<file path="src/rtl/ptw_pkg.sv">
package ptw_pkg;
  localparam int unsigned ADDR_W = 32;
  localparam int unsigned OFF_W  = 12;
  localparam int unsigned IDX_W  = 10;
  localparam int unsigned PFN_W  = ADDR_W - OFF_W;
  localparam int unsigned L2_LO  = OFF_W;
  localparam int unsigned L1_LO  = OFF_W + IDX_W;
  localparam int unsigned ENT_SH = 2;

  // entry field positions (decoded by software and by this walker)
  localparam int unsigned E_V      = 31;
  localparam int unsigned E_PFN_LO = 11;
  localparam int unsigned E_SR     = 10;
  localparam int unsigned E_SW     = 9;
  localparam int unsigned E_UR     = 8;
  localparam int unsigned E_UW     = 7;
  localparam int unsigned E_A      = 6;
  localparam int unsigned E_D      = 5;

  typedef enum logic [2:0] {
    ST_IDLE, ST_READ_L1, ST_WAIT_L1, ST_READ_L2, ST_WAIT_L2, ST_UPDATE, ST_DONE
  } walk_state_t;

  typedef enum logic [1:0] {
    FLT_NONE = 2'b00,
    FLT_DIR  = 2'b01,
    FLT_LEAF = 2'b10,
    FLT_PERM = 2'b11
  } walk_fault_t;
endpackage

</file>
<file path="src/rtl/ptw_root_reg.sv">
module ptw_root_reg
  import ptw_pkg::*;
(
  input  logic             clk,
  input  logic             rst_n,
  input  logic             wr_en,
  input  logic [PFN_W-1:0] wr_frame,
  input  logic             walker_idle,
  output logic [PFN_W-1:0] root_frame
);
  logic [PFN_W-1:0] root_q, root_d;
  logic [PFN_W-1:0] pend_q, pend_d;
  logic             pend_v_q, pend_v_d;
  logic             root_en, pend_en;

  always_comb begin
    root_d   = root_q;
    pend_d   = pend_q;
    pend_v_d = pend_v_q;
    root_en  = 1'b0;
    pend_en  = 1'b0;
    if (walker_idle) begin
      // newest write wins over a parked one
      if (wr_en) begin
        root_d  = wr_frame;
        root_en = 1'b1;
      end else if (pend_v_q) begin
        root_d  = pend_q;
        root_en = 1'b1;
      end
      pend_v_d = 1'b0;
      pend_en  = pend_v_q;
    end else if (wr_en) begin
      pend_d   = wr_frame;
      pend_v_d = 1'b1;
      pend_en  = 1'b1;
    end
  end

  always_ff @(posedge clk or negedge rst_n) begin
    if (!rst_n) begin
      root_q   <= '0;
      pend_q   <= '0;
      pend_v_q <= 1'b0;
    end else begin
      if (root_en) root_q <= root_d;
      if (pend_en) begin
        pend_q   <= pend_d;
        pend_v_q <= pend_v_d;
      end
    end
  end

  assign root_frame = root_q;
endmodule

</file>
<file path="src/rtl/ptw_perm_eval.sv">
module ptw_perm_eval
  import ptw_pkg::*;
(
  input  logic [ADDR_W-1:0] entry,
  input  logic              is_write,
  input  logic              is_user,
  output logic              allow,
  output logic              need_upd,
  output logic [ADDR_W-1:0] upd_entry
);
  always_comb begin
    unique case ({is_user, is_write})
      2'b00:   allow = entry[E_SR];
      2'b01:   allow = entry[E_SW];
      2'b10:   allow = entry[E_UR];
      default: allow = entry[E_UW];
    endcase
    need_upd = !entry[E_A] || (is_write && !entry[E_D]);
    upd_entry = entry;
    upd_entry[E_A] = 1'b1;
    if (is_write) upd_entry[E_D] = 1'b1;
  end
endmodule

</file>
<file path="src/rtl/ptw_fsm.sv">
module ptw_fsm
  import ptw_pkg::*;
(
  input  logic              clk,
  input  logic              rst_n,
  input  logic              req_valid,
  input  logic [ADDR_W-1:0] req_vaddr,
  input  logic              req_write,
  input  logic              req_user,
  output logic              req_ready,
  input  logic [PFN_W-1:0]  root_frame,
  input  logic              perm_allow,
  input  logic              perm_need_upd,
  input  logic [ADDR_W-1:0] perm_upd_entry,
  output logic              acc_write,
  output logic              acc_user,
  output logic              mem_req_valid,
  output logic              mem_req_write,
  output logic [ADDR_W-1:0] mem_req_addr,
  output logic [ADDR_W-1:0] mem_req_wdata,
  input  logic              mem_req_ready,
  input  logic              mem_rsp_valid,
  input  logic              mem_rsp_v,
  input  logic [PFN_W-1:0]  mem_rsp_pfn,
  output logic              done_valid,
  output logic [ADDR_W-1:0] done_paddr,
  output logic [1:0]        done_fault,
  output logic              walker_idle
);
  walk_state_t       st_q, st_d;
  logic [ADDR_W-1:0] va_q;
  logic              wr_q, usr_q;
  logic [PFN_W-1:0]  node_q, node_d;
  logic [ADDR_W-1:0] ent_q, ent_d;
  logic [ADDR_W-1:0] pa_q, pa_d;
  logic [1:0]        flt_q, flt_d;
  logic              cap_en, node_en, ent_en, res_en;

  always_comb begin
    st_d    = st_q;
    node_d  = node_q;
    ent_d   = ent_q;
    pa_d    = pa_q;
    flt_d   = flt_q;
    cap_en  = 1'b0;
    node_en = 1'b0;
    ent_en  = 1'b0;
    res_en  = 1'b0;
    unique case (st_q)
      ST_IDLE: if (req_valid) begin
        cap_en = 1'b1;
        res_en = 1'b1;
        pa_d   = '0;
        flt_d  = FLT_NONE;
        st_d   = ST_READ_L1;
      end
      ST_READ_L1: if (mem_req_ready) st_d = ST_WAIT_L1;
      ST_WAIT_L1: if (mem_rsp_valid) begin
        if (!mem_rsp_v) begin
          res_en = 1'b1;
          flt_d  = FLT_DIR;
          st_d   = ST_DONE;
        end else begin
          node_en = 1'b1;
          node_d  = mem_rsp_pfn;
          st_d    = ST_READ_L2;
        end
      end
      ST_READ_L2: if (mem_req_ready) st_d = ST_WAIT_L2;
      ST_WAIT_L2: if (mem_rsp_valid) begin
        res_en = 1'b1;
        if (!mem_rsp_v) begin
          flt_d = FLT_LEAF;
          st_d  = ST_DONE;
        end else if (!perm_allow) begin
          flt_d = FLT_PERM;
          st_d  = ST_DONE;
        end else begin
          pa_d   = {mem_rsp_pfn, va_q[OFF_W-1:0]};
          ent_en = 1'b1;
          ent_d  = perm_upd_entry;
          st_d   = perm_need_upd ? ST_UPDATE : ST_DONE;
        end
      end
      ST_UPDATE: if (mem_req_ready) st_d = ST_DONE;
      ST_DONE: st_d = ST_IDLE;
      default: st_d = ST_IDLE;
    endcase
  end

  always_ff @(posedge clk or negedge rst_n) begin
    if (!rst_n) begin
      st_q   <= ST_IDLE;
      va_q   <= '0;
      wr_q   <= 1'b0;
      usr_q  <= 1'b0;
      node_q <= '0;
      ent_q  <= '0;
      pa_q   <= '0;
      flt_q  <= FLT_NONE;
    end else begin
      st_q <= st_d;
      if (cap_en) begin
        va_q  <= req_vaddr;
        wr_q  <= req_write;
        usr_q <= req_user;
      end
      if (node_en) node_q <= node_d;
      if (ent_en)  ent_q  <= ent_d;
      if (res_en) begin
        pa_q  <= pa_d;
        flt_q <= flt_d;
      end
    end
  end

  always_comb begin
    mem_req_valid = (st_q == ST_READ_L1) || (st_q == ST_READ_L2) || (st_q == ST_UPDATE);
    mem_req_write = (st_q == ST_UPDATE);
    if (st_q == ST_READ_L1)
      mem_req_addr = {root_frame, va_q[ADDR_W-1:L1_LO], {ENT_SH{1'b0}}};
    else
      mem_req_addr = {node_q, va_q[L1_LO-1:L2_LO], {ENT_SH{1'b0}}};
    mem_req_wdata = (st_q == ST_UPDATE) ? ent_q : '0;
  end

  assign req_ready   = (st_q == ST_IDLE);
  assign walker_idle = (st_q == ST_IDLE);
  assign done_valid  = (st_q == ST_DONE);
  assign done_paddr  = pa_q;
  assign done_fault  = flt_q;
  assign acc_write   = wr_q;
  assign acc_user    = usr_q;
endmodule

</file>
<file path="src/rtl/ptw_walker.sv">
module ptw_walker
  import ptw_pkg::*;
(
  input  logic              clk,
  input  logic              rst_n,
  input  logic              root_wr_en,
  input  logic [ADDR_W-1:0] root_wr_data,
  input  logic              req_valid,
  output logic              req_ready,
  input  logic [ADDR_W-1:0] req_vaddr,
  input  logic              req_write,
  input  logic              req_user,
  output logic              mem_req_valid,
  input  logic              mem_req_ready,
  output logic              mem_req_write,
  output logic [ADDR_W-1:0] mem_req_addr,
  output logic [ADDR_W-1:0] mem_req_wdata,
  input  logic              mem_rsp_valid,
  input  logic [ADDR_W-1:0] mem_rsp_rdata,
  output logic              done_valid,
  output logic [ADDR_W-1:0] done_paddr,
  output logic [1:0]        done_fault
);
  logic [PFN_W-1:0]  root_frame;
  logic              walker_idle;
  logic              acc_write, acc_user;
  logic              perm_allow, perm_need_upd;
  logic [ADDR_W-1:0] perm_upd_entry;
  logic              root_lo_unused;

  assign root_lo_unused = ^root_wr_data[OFF_W-1:0];

  ptw_root_reg u_root (
    .clk         (clk),
    .rst_n       (rst_n),
    .wr_en       (root_wr_en),
    .wr_frame    (root_wr_data[ADDR_W-1:OFF_W]),
    .walker_idle (walker_idle),
    .root_frame  (root_frame)
  );

  ptw_perm_eval u_perm (
    .entry     (mem_rsp_rdata),
    .is_write  (acc_write),
    .is_user   (acc_user),
    .allow     (perm_allow),
    .need_upd  (perm_need_upd),
    .upd_entry (perm_upd_entry)
  );

  ptw_fsm u_fsm (
    .clk            (clk),
    .rst_n          (rst_n),
    .req_valid      (req_valid),
    .req_vaddr      (req_vaddr),
    .req_write      (req_write),
    .req_user       (req_user),
    .req_ready      (req_ready),
    .root_frame     (root_frame),
    .perm_allow     (perm_allow),
    .perm_need_upd  (perm_need_upd),
    .perm_upd_entry (perm_upd_entry),
    .acc_write      (acc_write),
    .acc_user       (acc_user),
    .mem_req_valid  (mem_req_valid),
    .mem_req_write  (mem_req_write),
    .mem_req_addr   (mem_req_addr),
    .mem_req_wdata  (mem_req_wdata),
    .mem_req_ready  (mem_req_ready),
    .mem_rsp_valid  (mem_rsp_valid),
    .mem_rsp_v      (mem_rsp_rdata[E_V]),
    .mem_rsp_pfn    (mem_rsp_rdata[E_V-1:E_PFN_LO]),
    .done_valid     (done_valid),
    .done_paddr     (done_paddr),
    .done_fault     (done_fault),
    .walker_idle    (walker_idle)
  );
endmodule

</file>
<file path="config.mk">
export PLATFORM = sky130hd
export DESIGN_NAME = ptw_walker
export DESIGN_NICKNAME = d
export VERILOG_FILES = /design/src/rtl/ptw_pkg.sv /design/src/rtl/ptw_root_reg.sv /design/src/rtl/ptw_perm_eval.sv /design/src/rtl/ptw_fsm.sv /design/src/rtl/ptw_walker.sv
export SDC_FILE = /design/constraint.sdc
export NUM_CORES = 1
export LEC_CHECK = 0
export ABC_AREA = 1
export CORE_MARGIN = 2
export CORE_UTILIZATION = 30
export DETAILED_ROUTE_END_ITERATION = 8
export GPL_TIMING_DRIVEN = 0
export MAX_ROUTING_LAYER = met4
export SYNTH_ARGS = -nofsm -noshare
export SYNTH_HDL_FRONTEND = slang
export SYNTH_SLANG_ARGS = --single-unit
</file>
<file path="constraint.sdc">
create_clock -name clk -period 1.6 [get_ports clk]
set_input_delay 0.32 -clock clk [delete_from_list [all_inputs] [get_ports clk]]
set_output_delay 0.32 -clock clk [all_outputs]
set_load 0.05 [all_outputs]
</file>
==> results.md, run 1 <==
- Run status: finished with violations
- Violated checks: negative setup slack
- Main combinational cell family by area after synthesis: simple AND/OR/NAND/NOR gates
- Number of endpoints with negative hold slack in the final report: 0
- Average detailed-routed wire length per instance: 18.40 um
- Multi-input logic area: 3615 um2
- Number of buffers inserted during clock tree synthesis: 17
- Clock sinks: 163
- Max IR drop VDD: 1544 uV
- CTS max path bufs: 2
- Distinct cells, synth: 25
- Reg2Reg Depth: 11
- Worst flop-to-flop path endpoint: u_fsm.done_paddr[2]$_DFFE_PN0P_
- Share of the cycle needed by the critical path after routing: 132.6%
- Fraction of the mapped netlist area in adder cells: 0%
- Syn_area_per_cell: 9.277 um2
- Placeable core region: 23610 um2
- Startpoint of the worst-slack reg-to-reg timing path: u_fsm.st_q[1]$_DFFE_PN0P_
- Slew headroom: 57.38%
- Startpoint class of the critical path: flip-flop
- Hold Worst Slack: 0.4358 ns
- Final number of setup-violating endpoints: 208
- Commonest cells after routing, fill and taps aside: sky130_fd_sc_hd__dfrtp_1, sky130_fd_sc_hd__nand2_1, sky130_fd_sc_hd__inv_1, sky130_fd_sc_hd__clkdlybuf4s50_1, sky130_fd_sc_hd__buf_6
- Fill count: 2086
- Post-detailed-routing wire length: 25.35 mm
- I/O pins: 206
- Share of power burned in registers: 26.5%
- Via count of the first global-routing pass: 6231
- Data arrival at the endpoint of the critical path: 1.80 ns
- Effective utilization at floorplan: 30.72%
- Yosys warnings: 0
- CTS tree: yes
- Pin count of the biggest net entering global routing: 91
- Type of the worst setup path: reg2out
- PortBufs: 191
- Required time at the worst-slack endpoint: 1.28 ns
- Fmax achieved: 0.4714 GHz
- Internal Power: 0.01500 W
- First-pass GRT wire length: 36.18 mm
- Post-route minimum period: 2.121 ns
- Post-Synth Simple-Gate Area: 16.97%
- Post-detailed-route DRC marker count: 0
- DP Wirelength: 17.17 mm
- Std cell rows: 56
- Unrepaired setup endpoints after global routing: yes
- DIE AREA: 25440 um2
- # H-tree levels: 4
- Overall power consumption: 0.02689 W
- Die width: 159.5 um
- Slew at the pin closest to its max-slew limit: 0.6378 ns
- Cells after Synth: 782
- Number of search-and-repair iterations in the first detailed-routing pass: 5
- Post-route antenna net violation count: 0
- Layout Skew: 0.008113 ns
- Final worst-path setup slack: -0.5212 ns
- Fraction of final layout cells sized beyond drive strength 1: 43.01%
- Worst setup slack for register-to-register paths: -0.48 ns
- Share of power burned in the clock network: 16.2%
- Leftover overflow at the end of global routing: 0
- Reg area: 4083 um2
- Total power divided by cell area: 2125 nW/um2
- Kind of capture point of the worst setup path: output pin
- Hold/Removal Path Class: in2async
- Share of the synthesized area in compound gates (AO/OA/AOI/OAI): 10.88%
- Routability-driven placement congestion ratio: 0.8022
- Cell Area, Synth: 7254 um2
- Post-detailed-route via-to-cell ratio: 4.663
- Fraction of synthesized cell area in xor and xnor cells: 0%
- Max Slew Vio Count: 0
- Latest clock arrival within the worst-skew pair: 0.42 ns
- Clock edge transition at the registers on the reported setup and hold paths: 0.06 ns
- Multiplexer share of the synthesized area: 7.037%
- Number of max-capacitance violations reported: 0
- Detailed Route Iter0 Violations: 284
- Via count of the routed design: 6426
- Largest fanout on the critical path: 10
- Number of nets in the final layout: 1150
- Die height: 159.5 um
- Most common cell after layout, fill and taps aside: sky130_fd_sc_hd__dfrtp_1
- GRT Overall Usage: 19.22%
- Power dissipated by switching net loads: 0.01189 W
- Portion of total power attributed to combinational logic: 57.3%
- Share of the yosys chip area belonging to registers: 56.23%
- Flops & latches, synth: 163
- Fraction of power spent switching nets: 44.22%
- Master cell of the clock root buffer: sky130_fd_sc_hd__clkbuf_16
- Static leakage: 5.780 nW
- Antenna violations before repair: 1
- Area growth from synthesis to layout: 74.46%
==> area by class of cell <==
cell class / instances / share of cell area, %
inverters: 101 / 3.134
plain buffers: 47 / 5.042
clock inverters: 9 / 1.216
well taps: 319 / 3.154
flip-flops and latches: 163 / 32.26
diodes: 1 / 0.01977
clock buffers: 22 / 3.668
multi-input cells: 474 / 28.56
repair buffers: 242 / 22.95
==> synthesized netlist by cell type <==
| master | instances | area share (%) |
|---|---|---|
| sky130_fd_sc_hd__nor2_1 | 53 | 2.7 |
| sky130_fd_sc_hd__o22ai_1 | 1 | 0.086 |
| sky130_fd_sc_hd__o211ai_1 | 20 | 2.1 |
| sky130_fd_sc_hd__nand2_1 | 130 | 6.7 |
| sky130_fd_sc_hd__nand3_1 | 67 | 4.6 |
| sky130_fd_sc_hd__buf_6 | 5 | 0.78 |
| sky130_fd_sc_hd__buf_2 | 17 | 1.2 |
| sky130_fd_sc_hd__o21ai_0 | 104 | 7.2 |
| sky130_fd_sc_hd__mux2_2 | 32 | 5.0 |
| sky130_fd_sc_hd__a21oi_1 | 21 | 1.4 |
| sky130_fd_sc_hd__nand2_2 | 2 | 0.17 |
| sky130_fd_sc_hd__nor2_2 | 1 | 0.086 |
| sky130_fd_sc_hd__nand3_2 | 1 | 0.14 |
| sky130_fd_sc_hd__nand2_4 | 3 | 0.47 |
| sky130_fd_sc_hd__inv_2 | 1 | 0.052 |
| sky130_fd_sc_hd__conb_1 | 1 | 0.052 |
| sky130_fd_sc_hd__inv_1 | 100 | 5.2 |
| sky130_fd_sc_hd__or2_2 | 20 | 1.7 |
| sky130_fd_sc_hd__nor3_1 | 1 | 0.069 |
| sky130_fd_sc_hd__dfrtp_1 | 163 | 56 |
| sky130_fd_sc_hd__a211oi_1 | 1 | 0.10 |
| sky130_fd_sc_hd__buf_4 | 5 | 0.52 |
| sky130_fd_sc_hd__mux2_4 | 10 | 2.1 |
| sky130_fd_sc_hd__nor3_4 | 1 | 0.22 |
| sky130_fd_sc_hd__clkbuf_1 | 22 | 1.1 |
==> critical path, cell delays in order (launching register included) <==
cell and delay [ns]:
sky130_fd_sc_hd__dfrtp_2 0.43, sky130_fd_sc_hd__inv_4 0.08, sky130_fd_sc_hd__nand2_2 0.07, sky130_fd_sc_hd__nor2_4 0.17, sky130_fd_sc_hd__inv_4 0.10, sky130_fd_sc_hd__clkbuf_16 0.20, sky130_fd_sc_hd__nor2_4 0.14, sky130_fd_sc_hd__buf_6 0.17
==> what timing repair did <==
action,in CTS,in global routing
endpoints found under the hold margin,73,0
setup endpoints to repair,249,228
hold buffers,1,0
setup buffers,10,19
resized for setup,623,240
pin swaps,6,28
cloned,5,19
==> power groups by stage <==
stage	sequential, W	combinational [W]	clock (W)
floorplan	0.00785	0.00778	0
global placement	0.00704	0.0123	0
detailed placement	0.00707	0.0124	0
CTS	0.00704	0.0134	0.00442
global route	0.00733	0.0163	0.00461
finish	0.00713	0.0154	0.00435
==> per-stage QoR <==
stage | worst slack [ns] | TNS [ns] | std cells | utilization (%) | area (um2)
floorplan | -0.4056 | -13.36 | 783 | - | 7849
global placement | -6.886 | -1217.17 | 1293 | 43.03 | 10160
detailed placement | -1.255 | -101.29 | 1294 | 43.16 | 10190
CTS | -0.5183 | -52.56 | 1341 | 47.94 | 11320
global route | -0.5960 | -94.58 | 1378 | 53.60 | 12660
finish | -0.5212 | -79.78 | 1378 | 53.60 | 12660
==> logic make-up after synthesis <==
logic type             Yosys count
buffers and inverters          150
flip-flops                     163
AND/OR/NAND/NOR                279
other                            1
multiplexers                    42
AO/OA/AOI/OAI                  147
==> how the worst max path moves through the flow <==
stage	end	slack [ns]	depth (start not counted)	start
2_1_floorplan	mem_req_wdata[31]	-0.41	7	u_fsm.st_q[1]$_DFFE_PN0P_
3_3_place_gp	u_root.root_frame[12]$_DFFE_PN0P_	-6.89	1	rst_n
3_5_place_dp	mem_req_addr[31]	-1.25	6	u_fsm.st_q[2]$_DFFE_PN0P_
4_1_cts	mem_req_addr[14]	-0.52	6	u_fsm.st_q[2]$_DFFE_PN0P_
5_1_grt	mem_req_wdata[20]	-0.60	7	u_fsm.st_q[1]$_DFFE_PN0P_
6_report	mem_req_wdata[20]	-0.52	7	u_fsm.st_q[1]$_DFFE_PN0P_
==> state kept, by name, summed over array words and instances, names as in the netlist <==
| register | count |
|---|---|
| u_root.pend_v_q | 1 |
| u_root.root_frame | 20 |
| u_root.pend_q | 20 |
| u_fsm.done_fault | 2 |
| u_fsm.node_q | 20 |
| u_fsm.done_paddr | 32 |
| u_fsm.acc_write | 1 |
| u_fsm.st_q | 3 |
| u_fsm.acc_user | 1 |
| u_fsm.ent_q | 31 |
| u_fsm.va_q | 32 |
==> routing by layer <==
| layer | routed length, um | part of all wire (%) | track usage (%) |
|---|---|---|---|
| met5 | 0 | 0 | - |
| met4 | 894 | 3.5 | 8.182 |
| met3 | 859 | 3.4 | 3.360 |
| met2 | 12190 | 48 | 29.63 |
| met1 | 11410 | 45 | 24.95 |
No activity file was read; power rests on OpenSTA's default activity.
==> run 2: changes to the inputs <==
Settings changed: CAP_MARGIN from default to 20, CORE_MARGIN 2 to 3.
==> results.md, run 2 (synthesis gave the netlist of run 1 again) <==
- Post-detailed-route DRC marker count: 0 (unchanged)
- Total power divided by cell area: 2178 nW/um2 (was 2125 nW/um2)
- Number of buffers inserted during clock tree synthesis: 17 (unchanged)
- Die height: 161.5 um (was 159.5 um)
- Post-route design area: 11440 um2 (was 12660 um2)
- Clock sinks: 163 (unchanged)
- Startpoint of the worst-slack reg-to-reg timing path: u_fsm.st_q[1]$_DFFE_PN0P_ (unchanged)
- Number of endpoints with negative hold slack in the final report: 0 (unchanged)
- CTS max path bufs: 2 (unchanged)
- GRT Overall Usage: 19.07% (was 19.22%)
- Number of placed cells counting well taps: 1294 (unchanged)
- Layout Skew: 0.008209 ns (was 0.008113 ns)
- Post-route antenna net violation count: 0 (unchanged)
- Via count of the first global-routing pass: 6208 (was 6231)
- Violated checks: negative setup slack (unchanged)
- Number of nets in the final layout: 1115 (was 1150)
- Via count of the routed design: 6192 (was 6426)
- Fraction of final layout cells sized beyond drive strength 1: 34.83% (was 43.01%)
- First-pass GRT wire length: 37.05 mm (was 36.18 mm)
- Number of max-capacitance violations reported: 0 (unchanged)
- Series of cell instances along the critical path: inv_4, buf_12, nand3_4, clkbuf_16, o21ai_4, buf_8 (was inv_4, nand2_2, nor2_4, inv_4, clkbuf_16, nor2_4, buf_6)
- Leftover overflow at the end of global routing: 0 (unchanged)
- Required time at the worst-slack endpoint: 1.28 ns (about the same)
- DIE AREA: 26080 um2 (was 25440 um2)
- Pin count of the biggest net entering global routing: 109 (was 91)
- Final number of setup-violating endpoints: 174 (was 208)
- Latest clock arrival within the worst-skew pair: 0.42 ns (about the same)
- Share of the cycle needed by the critical path after routing: 129.8% (was 132.6%)
- Non-filler instance count after layout: 1342 (was 1378)
- Run status: finished with violations (unchanged)
- Largest fanout on the critical path: 5 (was 10)
- First element of the critical path: u_fsm.st_q[1]$_DFFE_PN0P_ (unchanged)
- Unrepaired setup endpoints after global routing: yes (unchanged)
- Hold/Removal Path Class: in2async (unchanged)
- Master cell of the clock root buffer: sky130_fd_sc_hd__clkbuf_16 (unchanged)
- Peak per-stage delay on the critical path: 0.41 ns (was 0.43 ns)
- Combined buffer and inverter count along the critical path: 4 (unchanged)
- Commonest cells after routing, fill and taps aside: sky130_fd_sc_hd__dfrtp_1, sky130_fd_sc_hd__nand2_1, sky130_fd_sc_hd__inv_1, sky130_fd_sc_hd__clkdlybuf4s50_1, sky130_fd_sc_hd__o21ai_0 (was sky130_fd_sc_hd__dfrtp_1, sky130_fd_sc_hd__nand2_1, sky130_fd_sc_hd__inv_1, sky130_fd_sc_hd__clkdlybuf4s50_1, sky130_fd_sc_hd__buf_6)
- Number of search-and-repair iterations in the first detailed-routing pass: 5 (unchanged)
- Startpoint class of the critical path: flip-flop (unchanged)
- Final worst-path setup slack: -0.4772 ns (was -0.5212 ns)
- I/O pins: 206 (unchanged)
- Fmax achieved: 0.4814 GHz (was 0.4714 GHz)
- Post-route minimum period: 2.077 ns (was 2.121 ns)
- Max Slew Vio Count: 0 (unchanged)
- Placeable core region: 23610 um2 (unchanged)
- Area growth from synthesis to layout: 57.71% (was 74.46%)
- Placed standard-cell area: 10190 um2 (unchanged)
- Routability-driven placement congestion ratio: 0.7974 (was 0.8022)
- # H-tree levels: 4 (unchanged)
- Most common cell after layout, fill and taps aside: sky130_fd_sc_hd__dfrtp_1 (unchanged)
- DP Wirelength: 17.29 mm (was 17.17 mm)
- Detailed Route Iter0 Violations: 400 (was 284)
- Antenna violations before repair: 1 (unchanged)
- Fill count: 2225 (was 2086)
- Minimum setup slack after placement: -1.260 ns (was -1.255 ns)
- Max IR drop VDD: 1530 uV (was 1544 uV)
- Die width: 161.5 um (was 159.5 um)
- CP top delay family: buffers and inverters (unchanged)
- Std cell rows: 56 (unchanged)
- PortBufs: 191 (unchanged)
- Post-detailed-routing wire length: 23.65 mm (was 25.35 mm)
- CTS tree: yes (unchanged)
- Slew at the pin closest to its max-slew limit: 0.5907 ns (was 0.6378 ns)
- Static leakage: 5.291 nW (was 5.780 nW)
- Data arrival at the endpoint of the critical path: 1.76 ns (was 1.80 ns)
- Effective utilization at floorplan: 30.72% (unchanged)
- Average detailed-routed wire length per instance: 17.62 um (was 18.40 um)
- Kind of capture point of the worst setup path: output pin (unchanged)
- Slowest library cell on the worst path: sky130_fd_sc_hd__dfrtp_1 (was sky130_fd_sc_hd__dfrtp_2)
- Overall power consumption: 0.02492 W (was 0.02689 W)
- Post-detailed-route via-to-cell ratio: 4.614 (was 4.663)
- Type of the worst setup path: reg2out (unchanged)
- Slew headroom: 60.62% (was 57.38%)
- Clock edge transition at the registers on the reported setup and hold paths: 0.06 ns (about the same)
==> run 2: cell types whose count changed in the layout (fill, tap and decap cells not counted), moves of 14 or more <==
cell | before | now
sky130_fd_sc_hd__o21ai_0 | 49 | 70
sky130_fd_sc_hd__a21oi_2 | 15 | 1
sky130_fd_sc_hd__clkbuf_16 | 40 | 23
sky130_fd_sc_hd__buf_8 | 37 | 14
sky130_fd_sc_hd__nand3_1 | 36 | 65
sky130_fd_sc_hd__nand3_2 | 30 | 2
sky130_fd_sc_hd__a21oi_1 | 6 | 20
==> run 2: power by group <==
| part | leakage [nW] | switching (W) | internal (W) |
|---|---|---|---|
| Sequential | 2.01 | 0.00104 | 0.00605 |
| Clock | 0.292 | 0.00167 | 0.00263 |
| Combinational | 2.99 | 0.00844 | 0.00509 |
==> run 2: area by class of cell <==
cell class | count | area [um2] | share of cell area [%]
Sequential cell | 163 | 4081 | 35.67
Timing Repair Buffer | 207 | 2267 | 19.82
Inverter | 101 | 391.6 | 3.423
Multi-Input combinational cell | 472 | 3191 | 27.89
Clock buffer | 20 | 446.7 | 3.904
Clock inverter | 10 | 158.9 | 1.389
Tap cell | 319 | 399.1 | 3.489
Antenna cell | 1 | 2.502 | 0.02187
Buffer | 49 | 503.0 | 4.396
==> run 2: layer usage <==
layer | share of wire (%) | GRT usage (%) | wire (um)
met3 | 4.4 | 2.693 | 1051
met4 | 2.0 | 5.866 | 469
met1 | 44 | 25.20 | 10500
met5 | 0 | - | 0
met2 | 49 | 30.58 | 11620
==> run 2: path summary, 6_finish.rpt <==
| check | cells after the start | endpoint | slack, ns |
|---|---|---|---|
| max | 6 | mem_req_addr[11] | -0.48 |
| min | 2 | u_root.pend_q[12]$_DFFE_PN0P_ | 0.41 |
| max reg2reg | 9 | u_fsm.ent_q[24]$_DFFE_PN0P_ | -0.22 |
| min reg2reg | 2 | u_fsm.ent_q[21]$_DFFE_PN0P_ | 0.48 |
| max in group asynchronous | 3 | u_fsm.va_q[9]$_DFFE_PN0P_ | 0.28 |
| min in group clk | 3 | u_fsm.va_q[23]$_DFFE_PN0P_ | 0.47 |
==> run 2: repair_timing <==
action	CTS	global route
gates cloned	6	0
setup endpoints to repair	245	227
hold endpoints to repair	55	0
hold buffers	1	0
setup buffers	8	2
gates resized for setup	629	44
pin swaps	5	3
==> run 2: worst reg2reg max path: cells and delay by family (launching register included) <==
kind / cells / cell delay (ns)
AND/OR/NAND/NOR: 5 / 0.65
buffers and inverters: 3 / 0.55
flip-flops: 1 / 0.41
AO/OA/AOI/OAI: 1 / 0.08
==> run 2: per-stage QoR <==
step	hold WS (ns)	util [%]	TNS (ns)
5_1_grt	0.4463	48.45	-62.51
3_5_place_dp	0.2773	43.16	-99.62
3_3_place_gp	0.4650	43.03	-1206.39
2_1_floorplan	0.02441	-	-13.36
4_1_cts	0.4231	47.94	-42.32
6_report	0.4115	48.45	-39.94
==> run 3: changes to the inputs <==
Settings changed: HOLD_SLACK_MARGIN from default to 0.1, SETUP_SLACK_MARGIN from default to 0.15.
==> results.md, run 3 (synthesis gave the netlist of run 1 again) <==
- Number of max-capacitance violations reported: 0 (unchanged)
- I/O pins: 206 (unchanged)
- Static leakage: 5.800 nW (was 5.291 nW)
- Clock sinks: 163 (unchanged)
- Post-detailed-routing wire length: 25.78 mm (was 23.65 mm)
- Area growth from synthesis to layout: 68.66% (was 57.71%)
- Antenna violations before repair: 1 (unchanged)
- Number of endpoints with negative hold slack in the final report: 0 (unchanged)
- Post-detailed-route via-to-cell ratio: 4.702 (was 4.614)
- Number of buffers inserted during clock tree synthesis: 17 (unchanged)
- Leftover overflow at the end of global routing: 0 (unchanged)
- Latest clock arrival within the worst-skew pair: 0.43 ns (was 0.42 ns)
- Type of the worst setup path: reg2out (unchanged)
- Slew at the pin closest to its max-slew limit: 0.5283 ns (was 0.5907 ns)
- Startpoint of the worst-slack reg-to-reg timing path: u_fsm.st_q[0]$_DFFE_PN0P_ (was u_fsm.st_q[1]$_DFFE_PN0P_)
- DIE AREA: 26080 um2 (unchanged)
- Post-route antenna net violation count: 0 (unchanged)
- CP Depth: 7 (was 6)
- Master cell of the clock root buffer: sky130_fd_sc_hd__clkbuf_16 (unchanged)
- PortBufs: 191 (unchanged)
- Multi-input logic area: 3379 um2 (was 3191 um2)
- Slowest library cell on the worst path: sky130_fd_sc_hd__dfrtp_1 (unchanged)
- Total power divided by cell area: 2175 nW/um2 (was 2178 nW/um2)
- Via count of the routed design: 6507 (was 6192)
- Routability-driven placement congestion ratio: 0.8163 (was 0.7974)
- Data arrival at the endpoint of the critical path: 1.77 ns (was 1.76 ns)
- Commonest cells after routing, fill and taps aside: sky130_fd_sc_hd__dfrtp_1, sky130_fd_sc_hd__nand2_1, sky130_fd_sc_hd__inv_1, sky130_fd_sc_hd__clkdlybuf4s50_1, sky130_fd_sc_hd__nand3_1 (was sky130_fd_sc_hd__dfrtp_1, sky130_fd_sc_hd__nand2_1, sky130_fd_sc_hd__inv_1, sky130_fd_sc_hd__clkdlybuf4s50_1, sky130_fd_sc_hd__o21ai_0)
- Series of cell instances along the critical path: inv_4, nand2_4, nor2_4, inv_4, clkbuf_8, nor2_4, buf_6 (was inv_4, buf_12, nand3_4, clkbuf_16, o21ai_4, buf_8)
- Largest fanout on the critical path: 10 (was 5)
- Startpoint class of the critical path: flip-flop (unchanged)
- Layout Skew: 0.009367 ns (was 0.008209 ns)
- Effective utilization at floorplan: 30.72% (unchanged)
- Fmax achieved: 0.4776 GHz (was 0.4814 GHz)
- Peak per-stage delay on the critical path: 0.41 ns (about the same)
- Minimum setup slack after placement: -1.202 ns (was -1.260 ns)
- Run status: finished with violations (unchanged)
- Fraction of final layout cells sized beyond drive strength 1: 38.53% (was 34.83%)
- Kind of capture point of the worst setup path: output pin (unchanged)
- Slew headroom: 64.78% (was 60.62%)
- Combined buffer and inverter count along the critical path: 4 (unchanged)
- Reg area: 4081 um2 (unchanged)
- Hold/Removal Path Class: in2async (unchanged)
- Reg2Reg Depth: 10 (was 9)
- Worst flop-to-flop path endpoint: u_fsm.done_paddr[6]$_DFFE_PN0P_ (was u_fsm.ent_q[24]$_DFFE_PN0P_)
- Violated checks: negative setup slack (unchanged)
- CTS tree: yes (unchanged)
- Post-route minimum period: 2.094 ns (was 2.077 ns)
- Required time at the worst-slack endpoint: 1.28 ns (about the same)
- Std cell rows: 56 (unchanged)
- Clock edge transition at the registers on the reported setup and hold paths: 0.06 ns (about the same)
- GRT Overall Usage: 19.33% (was 19.07%)
- Number of nets in the final layout: 1155 (was 1115)
- Max Slew Vio Count: 0 (unchanged)
- DP Wirelength: 17.28 mm (was 17.29 mm)
- Average detailed-routed wire length per instance: 18.63 um (was 17.62 um)
- Fill count: 2139 (was 2225)
- Detailed Route Iter0 Violations: 384 (was 400)
- CP top delay family: buffers and inverters (unchanged)
- Die width: 161.5 um (unchanged)
- Pin count of the biggest net entering global routing: 88 (was 109)
- Most common cell after layout, fill and taps aside: sky130_fd_sc_hd__dfrtp_1 (unchanged)
- Share of the cycle needed by the critical path after routing: 130.9% (was 129.8%)
- Final number of setup-violating endpoints: 227 (was 174)
- Via count of the first global-routing pass: 6356 (was 6208)
- First-pass GRT wire length: 37.34 mm (was 37.05 mm)
- Post-route design area: 12240 um2 (was 11440 um2)
- # H-tree levels: 4 (unchanged)
- CTS max path bufs: 2 (unchanged)
- Max IR drop VDD: 1376 uV (was 1530 uV)
- Number of search-and-repair iterations in the first detailed-routing pass: 5 (unchanged)
- Post-detailed-route DRC marker count: 0 (unchanged)
- Final worst-path setup slack: -0.4937 ns (was -0.4772 ns)
- Unrepaired setup endpoints after global routing: yes (unchanged)
- Worst setup slack for register-to-register paths: -0.42 ns (was -0.22 ns)
- Placed standard-cell area: 10190 um2 (about the same)
- Die height: 161.5 um (unchanged)
- Placeable core region: 23610 um2 (unchanged)
-- run 3: final cells by class --
class	count	area share (%)
well taps	319	3.262
clock buffers	20	3.814
multi-input cells	474	27.62
inverters	101	3.221
diodes	1	0.02045
clock inverters	12	1.258
flip-flops and latches	163	33.36
repair buffers	245	21.81
plain buffers	49	5.635
-- run 3: where the power goes --
group          internal [W]  total, W  leakage [nW]  switching, W
registers           0.00605   0.00706          2.01       0.00101
clock network       0.00258   0.00430         0.298       0.00172
logic               0.00608    0.0153          3.49       0.00918
total                0.0147    0.0266          5.80        0.0119
-- run 3: per-stage QoR --
stage,power [W],hold slack (ns),utilization [%],cells,TNS [ns]
2_1_floorplan,0.01564,0.02441,-,783,-13.13
3_3_place_gp,0.01931,0.4649,43.04,1293,-1201.97
3_5_place_dp,0.01948,0.3903,43.18,1294,-99.30
4_1_cts,0.02535,0.4534,48.60,1357,-46.59
5_1_grt,0.02790,0.4870,51.82,1384,-83.34
6_report,0.02661,0.4522,51.82,1384,-68.83
-- run 3: how the worst max path moves through the flow --
| stage | slack (ns) | to | startpoint |
|---|---|---|---|
| global route | -0.59 | mem_req_wdata[31] | u_fsm.st_q[1]$_DFFE_PN0P_ |
| floorplan | -0.41 | mem_req_wdata[31] | u_fsm.st_q[1]$_DFFE_PN0P_ |
| global placement | -6.81 | u_fsm.va_q[7]$_DFFE_PN0P_ | rst_n |
| detailed placement | -1.20 | mem_req_addr[2] | u_fsm.st_q[2]$_DFFE_PN0P_ |
| CTS | -0.50 | mem_req_wdata[10] | u_fsm.st_q[1]$_DFFE_PN0P_ |
| finish | -0.49 | mem_req_wdata[10] | u_fsm.st_q[1]$_DFFE_PN0P_ |
-- run 3: layer usage --
| layer | GRT usage (%) | share of wire (%) | wire [um] | vias up |
|---|---|---|---|---|
| li1 | - | - | - | 3085 |
| met4 | 6.023 | 2.1 | 540 | 0 |
| met5 | - | 0 | 0 | - |
| met3 | 2.719 | 3.9 | 1000 | 27 |
| met1 | 25.55 | 45 | 11590 | 3237 |
| met2 | 30.97 | 49 | 12650 | 158 |
-- run 3: repair_timing --
| action | 4_1_cts | 5_1_grt |
|---|---|---|
| pin swaps | 6 | 6 |
| hold buffers | 1 | 0 |
| setup buffers | 19 | 11 |
| endpoints found under the hold margin | 86 | 0 |
| cloned | 11 | 15 |
| resized for setup | 757 | 134 |
| endpoints found under the setup margin | 260 | 305 |
